## config.mk

```make
export PLATFORM = sky130hd
export DESIGN_NAME = nest_link_validator
export DESIGN_NICKNAME = d
export VERILOG_FILES = /design/src/rtl/nlv_pkg.sv /design/src/rtl/nlv_sel_check.sv /design/src/rtl/nlv_desc_check.sv /design/src/rtl/nlv_ctrl.sv /design/src/rtl/nest_link_validator.sv
export SDC_FILE = /design/constraint.sdc
export NUM_CORES = 1
export LEC_CHECK = 0
export ABC_AREA = 0
export CAP_MARGIN = 5
export CORE_UTILIZATION = 35
export DETAILED_ROUTE_END_ITERATION = 6
export GPL_ROUTABILITY_DRIVEN = 0
export PLACE_DENSITY = 0.68
export SYNTH_ARGS = -nofsm -noshare
export SYNTH_HDL_FRONTEND = slang
export SYNTH_SLANG_ARGS = --single-unit
```

## constraint.sdc

```tcl
create_clock -name clk -period 4.3 [get_ports clk]
set_clock_uncertainty 0.05 [all_clocks]
set_input_delay 0.86 -clock clk [delete_from_list [all_inputs] [get_ports clk]]
set_output_delay 0.86 -clock clk [all_outputs]
set_load 0.05 [all_outputs]
```

## src/rtl/nlv_pkg.sv

```systemverilog
package nlv_pkg;

    localparam int SEL_W     = 16;
    localparam int DESC_W    = 64;
    localparam int HALF_W    = DESC_W / 2;
    localparam int IDX_LSB   = 3;
    localparam int ATTR_LSB  = 40;
    localparam int ATTR_W    = 8;

    localparam logic [7:0] VEC_BAD_TASK = 8'd10;
    localparam logic [7:0] VEC_ABSENT   = 8'd11;
    localparam logic [3:0] KIND_BUSY16  = 4'd3;
    localparam logic [3:0] KIND_BUSY32  = 4'd11;

    typedef enum logic [3:0] {
        ST_IDLE,
        ST_LINK_RD,
        ST_SEL_CHK,
        ST_DESC_RD,
        ST_DESC_CHK,
        ST_SWITCH,
        ST_FAULT,
        ST_IERR,
        ST_DONE
    } nlv_state_e;

    typedef struct packed {
        logic             fail;
        logic [7:0]       vec;
        logic [SEL_W-1:0] code;
    } nlv_verdict_t;

    typedef struct packed {
        logic       present;
        logic [1:0] dpl;
        logic       seg;
        logic [3:0] kind;
    } nlv_attr_t;

    function automatic logic [SEL_W-1:0] masked_code(input logic [SEL_W-1:0] s);
        return {s[SEL_W-1:2], 2'b00};
    endfunction

    function automatic nlv_attr_t attr_of(input logic [ATTR_W-1:0] b);
        nlv_attr_t a;
        a.present = b[7];
        a.dpl     = b[6:5];
        a.seg     = b[4];
        a.kind    = b[3:0];
        return a;
    endfunction

    function automatic nlv_verdict_t pass_verdict();
        nlv_verdict_t v;
        v.fail = 1'b0;
        v.vec  = '0;
        v.code = '0;
        return v;
    endfunction

endpackage

```

## src/rtl/nlv_sel_check.sv

```systemverilog
module nlv_sel_check
    import nlv_pkg::*;
(
    input  logic [SEL_W-1:0] sel_i,
    input  logic [SEL_W-1:0] limit_i,
    output nlv_verdict_t     verdict_o
);
    logic             local_tbl;
    logic             over_limit;
    logic [SEL_W-1:0] last_byte;

    assign local_tbl  = sel_i[2];
    assign last_byte  = {sel_i[SEL_W-1:IDX_LSB], {IDX_LSB{1'b1}}};
    assign over_limit = last_byte > limit_i;

    always_comb begin
        verdict_o = pass_verdict();
        // table indicator takes precedence over the limit test
        if (local_tbl || over_limit) begin
            verdict_o.fail = 1'b1;
            verdict_o.vec  = VEC_BAD_TASK;
            verdict_o.code = masked_code(sel_i);
        end
    end
endmodule

```

## src/rtl/nlv_desc_check.sv

```systemverilog
module nlv_desc_check
    import nlv_pkg::*;
(
    input  logic [SEL_W-1:0]  sel_i,
    input  logic [ATTR_W-1:0] attr_i,
    output nlv_verdict_t      verdict_o
);
    nlv_attr_t a;
    logic      bad_class;
    logic      bad_kind;

    assign a         = attr_of(attr_i);
    assign bad_class = a.seg;
    assign bad_kind  = (a.kind != KIND_BUSY16) && (a.kind != KIND_BUSY32);

    always_comb begin
        verdict_o = pass_verdict();
        if (bad_class || bad_kind) begin
            verdict_o.fail = 1'b1;
            verdict_o.vec  = VEC_BAD_TASK;
            verdict_o.code = masked_code(sel_i);
        end else if (!a.present) begin
            verdict_o.fail = 1'b1;
            verdict_o.vec  = VEC_ABSENT;
            verdict_o.code = masked_code(sel_i);
        end
    end
endmodule

```

## src/rtl/nlv_ctrl.sv

```systemverilog
module nlv_ctrl
    import nlv_pkg::*;
#(
    parameter int ADDR_W = 32
) (
    input  logic              clk,
    input  logic              rst,
    input  logic              start_i,
    input  logic              v86_i,
    input  logic [ADDR_W-1:0] task_base_i,
    input  logic [ADDR_W-1:0] gdt_base_i,
    input  logic [SEL_W-1:0]  gdt_limit_i,
    input  logic              wrd_valid_i,
    input  logic [SEL_W-1:0]  wrd_data_i,
    input  logic              dsc_valid_i,
    input  logic [DESC_W-1:0] dsc_data_i,
    input  logic              sw_ack_i,
    input  nlv_verdict_t      sel_verdict_i,
    input  nlv_verdict_t      desc_verdict_i,
    output nlv_state_e        state_o,
    output logic [SEL_W-1:0]  sel_o,
    output logic [DESC_W-1:0] desc_o,
    output nlv_verdict_t      fault_o,
    output logic [ADDR_W-1:0] task_base_o,
    output logic [ADDR_W-1:0] gdt_base_o,
    output logic [SEL_W-1:0]  gdt_limit_o
);
    nlv_state_e state;

    always_ff @(posedge clk) begin
        if (rst) begin
            state       <= ST_IDLE;
            sel_o       <= '0;
            desc_o      <= '0;
            fault_o     <= pass_verdict();
            task_base_o <= '0;
            gdt_base_o  <= '0;
            gdt_limit_o <= '0;
        end else begin
            unique case (state)
                ST_IDLE: begin
                    if (start_i) begin
                        task_base_o <= task_base_i;
                        gdt_base_o  <= gdt_base_i;
                        gdt_limit_o <= gdt_limit_i;
                        fault_o     <= pass_verdict();
                        state       <= v86_i ? ST_IERR : ST_LINK_RD;
                    end
                end
                ST_LINK_RD: begin
                    if (wrd_valid_i) begin
                        sel_o <= wrd_data_i;
                        state <= ST_SEL_CHK;
                    end
                end
                ST_SEL_CHK: begin
                    if (sel_verdict_i.fail) begin
                        fault_o <= sel_verdict_i;
                        state   <= ST_FAULT;
                    end else begin
                        state   <= ST_DESC_RD;
                    end
                end
                ST_DESC_RD: begin
                    if (dsc_valid_i) begin
                        desc_o <= dsc_data_i;
                        state  <= ST_DESC_CHK;
                    end
                end
                ST_DESC_CHK: begin
                    if (desc_verdict_i.fail) begin
                        fault_o <= desc_verdict_i;
                        state   <= ST_FAULT;
                    end else begin
                        state   <= ST_SWITCH;
                    end
                end
                ST_SWITCH: if (sw_ack_i) state <= ST_DONE;
                ST_FAULT:  state <= ST_DONE;
                ST_IERR:   state <= ST_DONE;
                ST_DONE:   state <= ST_IDLE;
                default:   state <= ST_IDLE;
            endcase
        end
    end

    assign state_o = state;
endmodule

```

## src/rtl/nest_link_validator.sv

```systemverilog
module nest_link_validator
    import nlv_pkg::*;
#(
    parameter int ADDR_W = 32
) (
    input  logic              clk,
    input  logic              rst,
    input  logic              start_i,
    input  logic              v86_i,
    input  logic [ADDR_W-1:0] task_base_i,
    input  logic [ADDR_W-1:0] gdt_base_i,
    input  logic [15:0]       gdt_limit_i,
    output logic              wrd_req_o,
    output logic [ADDR_W-1:0] wrd_addr_o,
    input  logic              wrd_valid_i,
    input  logic [15:0]       wrd_data_i,
    output logic              dsc_req_o,
    output logic [ADDR_W-1:0] dsc_addr_o,
    input  logic              dsc_valid_i,
    input  logic [63:0]       dsc_data_i,
    output logic              sw_req_o,
    output logic [15:0]       sw_sel_o,
    output logic [31:0]       sw_lo_o,
    output logic [31:0]       sw_hi_o,
    input  logic              sw_ack_i,
    output logic              fault_o,
    output logic [7:0]        fault_vec_o,
    output logic [15:0]       fault_code_o,
    output logic              ierr_o,
    output logic              busy_o,
    output logic              done_o
);
    localparam int PAD_W = ADDR_W - SEL_W;

    nlv_state_e        state;
    logic [SEL_W-1:0]  sel_q;
    logic [DESC_W-1:0] desc_q;
    nlv_verdict_t      fault_q;
    nlv_verdict_t      sel_v;
    nlv_verdict_t      desc_v;
    logic [ADDR_W-1:0] task_base_q;
    logic [ADDR_W-1:0] gdt_base_q;
    logic [SEL_W-1:0]  gdt_limit_q;
    logic [ADDR_W-1:0] entry_off;

    nlv_ctrl #(.ADDR_W(ADDR_W)) u_ctrl (
        .clk            (clk),
        .rst            (rst),
        .start_i        (start_i),
        .v86_i          (v86_i),
        .task_base_i    (task_base_i),
        .gdt_base_i     (gdt_base_i),
        .gdt_limit_i    (gdt_limit_i),
        .wrd_valid_i    (wrd_valid_i),
        .wrd_data_i     (wrd_data_i),
        .dsc_valid_i    (dsc_valid_i),
        .dsc_data_i     (dsc_data_i),
        .sw_ack_i       (sw_ack_i),
        .sel_verdict_i  (sel_v),
        .desc_verdict_i (desc_v),
        .state_o        (state),
        .sel_o          (sel_q),
        .desc_o         (desc_q),
        .fault_o        (fault_q),
        .task_base_o    (task_base_q),
        .gdt_base_o     (gdt_base_q),
        .gdt_limit_o    (gdt_limit_q)
    );

    nlv_sel_check u_sel (
        .sel_i     (sel_q),
        .limit_i   (gdt_limit_q),
        .verdict_o (sel_v)
    );

    nlv_desc_check u_desc (
        .sel_i     (sel_q),
        .attr_i    (desc_q[ATTR_LSB +: ATTR_W]),
        .verdict_o (desc_v)
    );

    assign entry_off = {{PAD_W{1'b0}}, sel_q[SEL_W-1:IDX_LSB], {IDX_LSB{1'b0}}};

    assign wrd_req_o    = (state == ST_LINK_RD);
    assign wrd_addr_o   = task_base_q;
    assign dsc_req_o    = (state == ST_DESC_RD);
    assign dsc_addr_o   = gdt_base_q + entry_off;
    assign sw_req_o     = (state == ST_SWITCH);
    assign sw_sel_o     = sel_q;
    assign sw_lo_o      = desc_q[HALF_W-1:0];
    assign sw_hi_o      = desc_q[DESC_W-1:HALF_W];
    assign fault_o      = (state == ST_FAULT);
    assign fault_vec_o  = fault_q.vec;
    assign fault_code_o = fault_q.code;
    assign ierr_o       = (state == ST_IERR);
    assign busy_o       = (state != ST_IDLE);
    assign done_o       = (state == ST_DONE);
endmodule

```

==> results.json, run 1 <==
{
  "status": "finished, final reports clean",
  "avgRoutedWirePerCell_um": 15.6,
  "grt_start_max_net_pins": 70,
  "slowest_stage": "dlygate4sd2_1",
  "hold_viol": 0,
  "rows": 54,
  "via_per_inst": 4.82,
  "core_um2": 21800,
  "layout_commonest_cell": "nand2_1",
  "synth_edf_count": 0,
  "cts.clk_slew.worst_paths_ps": 70,
  "cts_tree": "done",
  "synthSimpleGateAreaFrac_pct": 22.7,
  "cp-end-kind": "output pin",
  "min-delay-path-class": "reg2reg",
  "crit_type": "reg2out",
  "met3_usage_pct": 6.27,
  "path_cells": "ha_1, o21ai_0, or3_1, a31o_2, nor3_1, o21ai_0, xnor2_1, dlygate4sd2_1",
  "setup_ws_ps": 277,
  "synth-seq-area-share_pct": 46.4,
  "hold_start": "u_ctrl.desc_o[29]$_SDFFE_PP0P_",
  "synthArstFlopShare_pct": 0,
  "cts_max_level": 4,
  "clk_path_buf_depth": 2,
  "finalSetupViolations": 0,
  "initial_utilization_pct": 35.6,
  "grt_usage_pct": 21.3,
  "first_iter_violations": 305,
  "grt.busiest_layer": "met2",
  "r2r-start": "u_ctrl.sel_o[4]$_SDFFE_PP0P_",
  "first_pass_iters": 4,
  "io_pins": 342,
  "rsz0062_at_grt": "no",
  "path_max_fanout": 5,
  "antenna_cells": 0,
  "via_count": 7605,
  "die_w_um": 151,
  "synth_xor_area_share_pct": 3.04,
  "pwr_density_cell_nw_per_um2": 526,
  "use_met2_pct": 36.2,
  "critPathRequiredTime_ps": 3390,
  "worst_slew_pin_slew_ps": 1050,
  "tns_ps": 0,
  "cpMostUsedCell": "o21ai_0",
  "grt_first_pass_wirelength_um": 37800,
  "final_util_pct": 54.5,
  "slowest_delay_ps": 550,
  "drt.antenna.violating_nets": 0,
  "drc": 0,
  "numPortBuffers": 334,
  "syn2layout_area_growth_pct": 53.2,
  "power.total_mw": 6.26,
  "die_h_um": 151,
  "slew_headroom_pct": 29.3,
  "postCtsSetupRepairBufs": 0,
  "synthAdderAreaFrac_pct": 4.45,
  "dp_hpwl_um": 17900,
  "slew_viol_final": 0,
  "synth_cell_types": 55,
  "final_cell_mix": "nand2_1 (336), clkdlybuf4s50_1 (315), a21oi_1 (180), dfxtp_1 (180), ha_1 (26)",
  "worstSkewPairLatency_ps": 420,
  "clockRootBuffer": "clkbuf_16",
  "place_ws_ps": 428,
  "yosysWarnings": 0,
  "wirelength_um": 24600,
  "netlist_area_um2": 7770,
  "synth-main-ff-cell": "dfxtp_1",
  "synth_compound_area_share_pct": 18.0,
  "cp-startpoint": "u_ctrl.sel_o[6]$_SDFFE_PP0P_",
  "dieArea_um2": 22800,
  "fmax_mhz": 249,
  "drive_above_1_share_pct": 5.47,
  "start_kind": "flop",
  "arrival_ps": 3110,
  "leakage_nw": 4.42,
  "clock-sinks": 180,
  "min_period_over_period_pct": 93.6,
  "grt_pass1_vias": 7190,
  "maxCapViolCount": 0,
  "cts_buffers": 17,
  "use_met1_pct": 26.0,
  "syn_inst": 984,
  "min_period_ps": 4020,
  "ys_ff_latch": 180,
  "antenna_found_initial": 0,
  "synthMuxAreaShare_pct": 0.129,
  "syn_area_per_cell_um2": 7.89,
  "gr-total-overflow": 0,
  "cts_hold_buf": 0,
  "synth_top_family_by_area": "simple AND/OR/NAND/NOR gates",
  "irDropWorstVdd_mv": 0.287,
  "final_nets": 1480
}
-- final timing paths --
path	endpoint	slack, ps	cells after the start
worst min-delay path	u_ctrl.desc_o[29]$_SDFFE_PP0P_	400	2
worst max register to register	u_ctrl.fault_o[15]$_SDFFE_PP0P_	1320	8
worst max-delay path	dsc_addr_o[20]	280	8
worst min register to register	u_ctrl.desc_o[29]$_SDFFE_PP0P_	400	2
-- cell type report --
type                    instances  area [um2]
well taps                     280         350
flip-flops and latches        180        3600
multi-input cells             718        3780
repair buffers                346        3450
clock inverters                13         196
fillers                      2100        9920
clock buffers                  17         425
inverters                      23        86.3
-- per-stage QoR --
stage / instance area, um2 / cells / hold slack, ps
final: 11900 / 1577 / 403
after global routing: 11900 / 1577 / 421
after CTS: 11900 / 1577 / 405
after detailed placement: 11300 / 1547 / 396
after global placement: 11300 / 1547 / 390
after floorplan: 7790 / 990 / 386
-- timing repair --
action,4_1_cts,5_1_grt
gates cloned,0,0
endpoints found under the setup margin,4,5
resized for setup,4,5
-- worst max-delay path: cells and delay by family (launching register included) --
| kind | cells | cell delay (ps) |
|---|---|---|
| AND/OR/NAND/NOR | 2 | 690 |
| AO/OA/AOI/OAI | 3 | 580 |
| buffers and inverters | 1 | 550 |
| flip-flops | 1 | 350 |
| adder cells (fa/ha/maj) | 1 | 340 |
| XOR/XNOR | 1 | 180 |
-- synthesized netlist by cell type, types with 2 or more instances --
cell type | count | share of area (%)
a21o_1 | 8 | 0.77
nor4_1 | 3 | 0.24
o31ai_1 | 2 | 0.19
nor2b_1 | 4 | 0.32
buf_4 | 12 | 1.2
inv_1 | 23 | 1.1
xnor2_1 | 22 | 2.5
nor3_1 | 8 | 0.52
dfxtp_1 | 180 | 46
nor4b_1 | 3 | 0.34
nand2_1 | 338 | 16
a31o_2 | 4 | 0.45
and2_1 | 3 | 0.24
clkbuf_1 | 51 | 2.5
nand3_1 | 14 | 0.90
ha_1 | 26 | 4.2
buf_6 | 2 | 0.29
a211oi_1 | 2 | 0.19
xor2_1 | 5 | 0.56
nand4_1 | 7 | 0.56
and4bb_2 | 2 | 0.32
and3_1 | 5 | 0.40
a21oi_1 | 180 | 12
buf_2 | 4 | 0.26
a32o_1 | 3 | 0.39
a311oi_1 | 2 | 0.23
a22o_1 | 12 | 1.4
o21ai_0 | 12 | 0.77
nor4_4 | 2 | 0.55
o21bai_1 | 3 | 0.29
a31oi_1 | 6 | 0.48
nor2_1 | 13 | 0.63
-- logic make-up after synthesis --
logic type	Yosys count
flip-flops	180
multiplexers	1
AND/OR/NAND/NOR	412
AO/OA/AOI/OAI	244
XOR/XNOR	27
adder cells (fa/ha/maj)	27
other	1
buffers and inverters	92
-- where the power goes --
part,internal [mW],total [mW],switching [mW]
Combinational,0.875,2.50,1.63
Clock,0.982,1.69,0.705
Sequential,1.89,2.07,0.183
-- metal layers --
layer	share of wire, %	routed length (um)	up-vias
met5	0	0	-
met4	1.7	413	0
met3	7.4	1810	24
met2	49	11900	234
met1	42	10400	3465
li1	-	-	3882
-- sequential cells by signal, indices dropped and copies added, names as in the netlist --
register,cells
u_ctrl.sel_o,16
u_ctrl.state_o,4
u_ctrl.task_base_o,32
u_ctrl.fault_o,16
u_ctrl.gdt_limit_o,16
u_ctrl.desc_o,64
u_ctrl.gdt_base_o,32
Power figures use the tool's default switching activity.
==> run 2: changes to the inputs <==
--- a/config.mk
+++ b/config.mk
@@ -8,9 +8,10 @@
 export ABC_AREA = 0
 export CAP_MARGIN = 5
 export CORE_UTILIZATION = 35
+export CTS_CLUSTER_SIZE = 25
 export DETAILED_ROUTE_END_ITERATION = 6
 export GPL_ROUTABILITY_DRIVEN = 0
-export PLACE_DENSITY = 0.68
+export PLACE_DENSITY_LB_ADDON = 0.05
 export SYNTH_ARGS = -nofsm -noshare
 export SYNTH_HDL_FRONTEND = slang
 export SYNTH_SLANG_ARGS = --single-unit
==> results.json, run 2 (synthesized netlist as in run 1, its figures left out) <==
{
  "slowest_stage": "clkdlybuf4s50_1",
  "grt_pass1_vias": 7114,
  "clock-sinks": 180,
  "cts_tree": "done",
  "clockRootBuffer": "clkbuf_16",
  "leakage_nw": 4.40,
  "r2r-start": "u_ctrl.sel_o[14]$_SDFFE_PP0P_",
  "syn2layout_area_growth_pct": 52.4,
  "hold_end": "u_ctrl.desc_o[14]$_SDFFE_PP0P_",
  "wirelength_um": 25100,
  "dp_hpwl_um": 18400,
  "drt.antenna.violating_nets": 0,
  "worst_slew_pin_slew_ps": 1000,
  "fmax_mhz": 248,
  "reg2regPathDepth": 6,
  "layout_commonest_cell": "nand2_1",
  "antenna_found_initial": 0,
  "critPathRequiredTime_ps": 3390,
  "irDropWorstVdd_mv": 0.246,
  "min-delay-path-class": "reg2reg",
  "max_flop_register": "u_ctrl.desc_o",
  "grt_usage_pct": 21.9,
  "gr-total-overflow": 0,
  "first_pass_iters": 4,
  "dieArea_um2": 22800,
  "hold_viol": 0,
  "finalSetupViolations": 0,
  "slowest_delay_ps": 830,
  "numPortBuffers": 334,
  "min_period_ps": 4040,
  "io_pins": 342,
  "via_count": 7587,
  "path_cells": "ha_1, a211oi_1, or3_1, a31o_2, o21bai_1, xor2_1, clkdlybuf4s50_1",
  "drc": 0,
  "status": "finished, final reports clean",
  "core_um2": 21800,
  "path_max_fanout": 6,
  "final_cell_mix": "nand2_1 (336), clkdlybuf4s50_1 (315), a21oi_1 (180), dfxtp_1 (180), ha_1 (26)",
  "avgRoutedWirePerCell_um": 15.9,
  "rows": 54,
  "final_nets": 1480,
  "arrival_ps": 3130,
  "via_per_inst": 4.80,
  "worstSkewPairLatency_ps": 430,
  "rr_endpoint": "u_ctrl.fault_o[15]$_SDFFE_PP0P_",
  "cts_max_level": 4,
  "first_iter_violations": 322,
  "timing.hold.ws_ps": 404,
  "crit_type": "reg2out",
  "start_kind": "flop",
  "grt_first_pass_wirelength_um": 38600,
  "grt_start_max_net_pins": 108,
  "cts_buffers": 17,
  "rsz0062_at_grt": "no",
  "initial_utilization_pct": 35.6,
  "die_w_um": 151,
  "min_path_cells": 2,
  "slew_headroom_pct": 33.0,
  "slew_viol_final": 0,
  "cts.clk_slew.worst_paths_ps": 70,
  "maxCapViolCount": 0,
  "die_h_um": 151,
  "tns_ps": 0,
  "hold_start": "u_ctrl.desc_o[14]$_SDFFE_PP0P_",
  "min_period_over_period_pct": 93.9,
  "nFillCells": 2171,
  "largestRegisters": "u_ctrl.desc_o: 64 flops, u_ctrl.gdt_base_o: 32 flops, u_ctrl.task_base_o: 32 flops",
  "largest_reg_flops": 64,
  "drive_above_1_share_pct": 5.54,
  "rrSetupSlack_ps": 1430,
  "pwr_density_cell_nw_per_um2": 514,
  "cts_hold_buf": 0,
  "cp-end-kind": "output pin",
  "clk_path_buf_depth": 2
}
run 2: cell count changes in the layout (fill, tap and decap cells not counted):
| cell | change |
|---|---|
| bufinv_16 | -4 |
| inv_8 | +3 |
| diode_2 | +2 |
| buf_12 | -1 |
| buf_4 | +1 |
| clkbuf_1 | +1 |
| clkinv_8 | +1 |
| clkinvlp_4 | +1 |
| dlygate4sd2_1 | -1 |
| dlymetal6s2s_1 | +1 |
run 2: cell type report:
class                           instances  area [um2]  share of cell area [%]
Multi-Input combinational cell        718        3780                    32.0
Sequential cell                       180        3600                    30.4
Timing Repair Buffer                  346        3440                    29.1
Clock buffer                           18         429                    3.63
Tap cell                              280         350                    2.96
Clock inverter                         14         134                    1.13
Inverter                               23        86.3                   0.729
Antenna cell                            2        5.00                  0.0423
run 2: where the power goes:
part,switching (mW),internal (mW),leakage [nW]
clock network,0.739,0.770,0.273
registers,0.185,1.88,1.46
logic,1.63,0.874,2.67
total,2.55,3.53,4.40
run 2: how the worst max path moves through the flow:
| stage | from | endpoint | slack [ps] | depth (start not counted) |
|---|---|---|---|---|
| after floorplan | u_ctrl.sel_o[3]$_SDFFE_PP0P_ | dsc_addr_o[31] | 340 | 9 |
| after global placement | u_ctrl.sel_o[4]$_SDFFE_PP0P_ | dsc_addr_o[30] | 450 | 8 |
| after detailed placement | u_ctrl.sel_o[4]$_SDFFE_PP0P_ | dsc_addr_o[30] | 430 | 8 |
| after CTS | u_ctrl.sel_o[4]$_SDFFE_PP0P_ | dsc_addr_o[28] | 0.3 | 8 |
| after global routing | u_ctrl.sel_o[4]$_SDFFE_PP0P_ | dsc_addr_o[20] | 50 | 8 |
| final | u_ctrl.sel_o[4]$_SDFFE_PP0P_ | dsc_addr_o[14] | 260 | 7 |
run 2: stage by stage:
stage	instance area (um2)	setup slack (ps)	cells	total power, mW	utilization, %
after floorplan	7790	343	990	3.80	-
after global placement	11300	448	1547	4.63	51.6
after detailed placement	11300	427	1547	4.64	51.6
after CTS	11800	0.306	1579	6.16	54.1
after global routing	11800	50.2	1579	6.43	54.2
final	11800	261	1581	6.08	54.2
run 2: per-layer routing:
layer	vias to the layer above	part of all wire, %	track usage [%]
met4	0	1.3	5.90
met5	-	0	0
li1	3886	-	-
met2	207	48	36.4
met3	16	7.6	7.62
met1	3478	43	26.8
run 2: what timing repair did:
action,in CTS,in global routing
gates resized for setup,3,6
endpoints found under the setup margin,3,6
setup buffers,0,0
endpoints found under the hold margin,0,0
run 2: worst max-delay path, delay by kind of cell, from the launching register on:
kind | cells | cell delay, ps
AO/OA/AOI/OAI | 3 | 580
flip-flops | 1 | 370
buffers and inverters | 1 | 830
AND/OR/NAND/NOR | 1 | 400
XOR/XNOR | 1 | 190
adder cells (fa/ha/maj) | 1 | 330
==> run 3: changes to the inputs <==
==> constraint.sdc (replaced) <==
create_clock -name clk -period 4.9 [get_ports clk]
set_clock_uncertainty 0.05 [all_clocks]
set_input_delay 0.98 -clock clk [delete_from_list [all_inputs] [get_ports clk]]
set_output_delay 0.98 -clock clk [all_outputs]
set_load 0.05 [all_outputs]
==> results.json, run 3 (synthesized netlist as in run 1, its figures left out) <==
{
  "syn2layout_area_growth_pct": 51.8,
  "cts_tree": "done",
  "slew_viol_final": 0,
  "nFillCells": 2164,
  "avgRoutedWirePerCell_um": 16.1,
  "place_ws_ps": 780,
  "path_cells": "ha_1, inv_1, fa_1, nand2b_1, a211oi_1, o21ai_0, nand2_1, nand3_1, xnor2_1, clkdlybuf4s50_1",
  "final_cell_mix": "nand2_1 (336), clkdlybuf4s50_1 (333), a21oi_1 (180), dfxtp_1 (180), ha_1 (26)",
  "slew_headroom_pct": 24.8,
  "first_pass_iters": 4,
  "r2r-start": "u_ctrl.sel_o[3]$_SDFFE_PP0P_",
  "die_w_um": 151,
  "multiInputGateArea_um2": 3780,
  "gr-total-overflow": 0,
  "path_max_fanout": 7,
  "drt.antenna.violating_nets": 0,
  "clockRootBuffer": "clkbuf_16",
  "postCtsSetupRepairBufs": 0,
  "io_pins": 342,
  "dieArea_um2": 22800,
  "regArea_um2": 3600,
  "crit_type": "reg2out",
  "slowest_stage": "clkdlybuf4s50_1",
  "hold_start": "u_ctrl.desc_o[57]$_SDFFE_PP0P_",
  "cp-end-kind": "output pin",
  "dp_hpwl_um": 18400,
  "clk_path_buf_depth": 2,
  "rows": 54,
  "via_per_inst": 4.80,
  "initial_utilization_pct": 35.6,
  "rsz0062_at_grt": "no",
  "cts_max_level": 4,
  "drive_above_1_share_pct": 4.40,
  "first_iter_violations": 289,
  "final_nets": 1475,
  "status": "finished, final reports clean",
  "min_period_ps": 4540,
  "die_h_um": 151,
  "pwr_density_cell_nw_per_um2": 454,
  "grt_first_pass_wirelength_um": 38700,
  "grt_start_max_net_pins": 74,
  "leakage_nw": 4.24,
  "critPathRequiredTime_ps": 3870,
  "numPortBuffers": 334,
  "drc": 0,
  "largest_reg_flops": 64,
  "hold_viol": 0,
  "setup_ws_ps": 360,
  "core_um2": 21800,
  "max_flop_register": "u_ctrl.desc_o",
  "finalSetupViolations": 0,
  "slowest_delay_ps": 830,
  "arrival_ps": 3510,
  "min-delay-path-class": "reg2reg",
  "irDropWorstVdd_mv": 0.205,
  "worst_slew_pin_slew_ps": 1130,
  "tns_ps": 0,
  "min_period_over_period_pct": 92.7,
  "layout_commonest_cell": "nand2_1",
  "wirelength_um": 25300,
  "cts_resized": 0,
  "worstSkewPairLatency_ps": 420,
  "largestRegisters": "u_ctrl.desc_o: 64 flops, u_ctrl.gdt_base_o: 32 flops, u_ctrl.task_base_o: 32 flops",
  "cts_buffers": 17,
  "power.total_mw": 5.35,
  "clock-sinks": 180,
  "antenna_found_initial": 0,
  "cp-startpoint": "u_ctrl.sel_o[3]$_SDFFE_PP0P_",
  "grt_pass1_vias": 7061,
  "cts_hold_buf": 0,
  "cts.clk_slew.worst_paths_ps": 80,
  "fmax_mhz": 220,
  "via_count": 7565,
  "start_kind": "flop",
  "maxCapViolCount": 0,
  "grt_usage_pct": 22.1
}
==> run 3: layer usage <==
metal	share of wire, %	wire (um)	track usage [%]	up-vias
li1	-	-	-	3873
met1	42	10500	27.1	3428
met2	48	12200	36.0	247
met3	8.8	2220	7.92	17
met4	1.4	357	6.85	0
met5	0	0	0	-
==> run 3: per-stage QoR <==
stage	area [um2]	utilization, %	std cells	hold WS, ps
finish	11800	54.0	1575	402
global route	11800	54.0	1574	422
CTS	11800	54.0	1574	404
detailed placement	11200	51.4	1542	395
global placement	11200	51.4	1542	390
floorplan	7790	-	990	386
==> run 3: worst paths after layout <==
check | endpoint | slack, ps | cells after the start
worst max-delay path | dsc_addr_o[19] | 360 | 10
worst min-delay path | u_ctrl.desc_o[57]$_SDFFE_PP0P_ | 400 | 2
worst max register to register | u_ctrl.fault_o[15]$_SDFFE_PP0P_ | 2050 | 9
worst min register to register | u_ctrl.desc_o[57]$_SDFFE_PP0P_ | 400 | 2
==> run 3: cell type report <==
| cell class | instances | area share (%) |
|---|---|---|
| clock buffers | 19 | 3.67 |
| clock inverters | 13 | 1.20 |
| flip-flops and latches | 180 | 30.6 |
| well taps | 280 | 2.97 |
| repair buffers | 341 | 28.8 |
| multi-input cells | 718 | 32.1 |
| diodes | 1 | 0.0212 |
| inverters | 23 | 0.732 |
==> run 3: critical path: cells and delay by family (launching register included) <==
family | cells | cell delay, ps
flip-flops | 1 | 340
XOR/XNOR | 1 | 190
buffers and inverters | 2 | 890
AND/OR/NAND/NOR | 3 | 590
AO/OA/AOI/OAI | 2 | 490
adder cells (fa/ha/maj) | 2 | 580
==> run 3: power by group <==
group / internal [mW] / total [mW] / switching [mW]
clock: 0.723 / 1.36 / 0.638
sequential: 1.65 / 1.82 / 0.168
combinational: 0.755 / 2.17 / 1.41
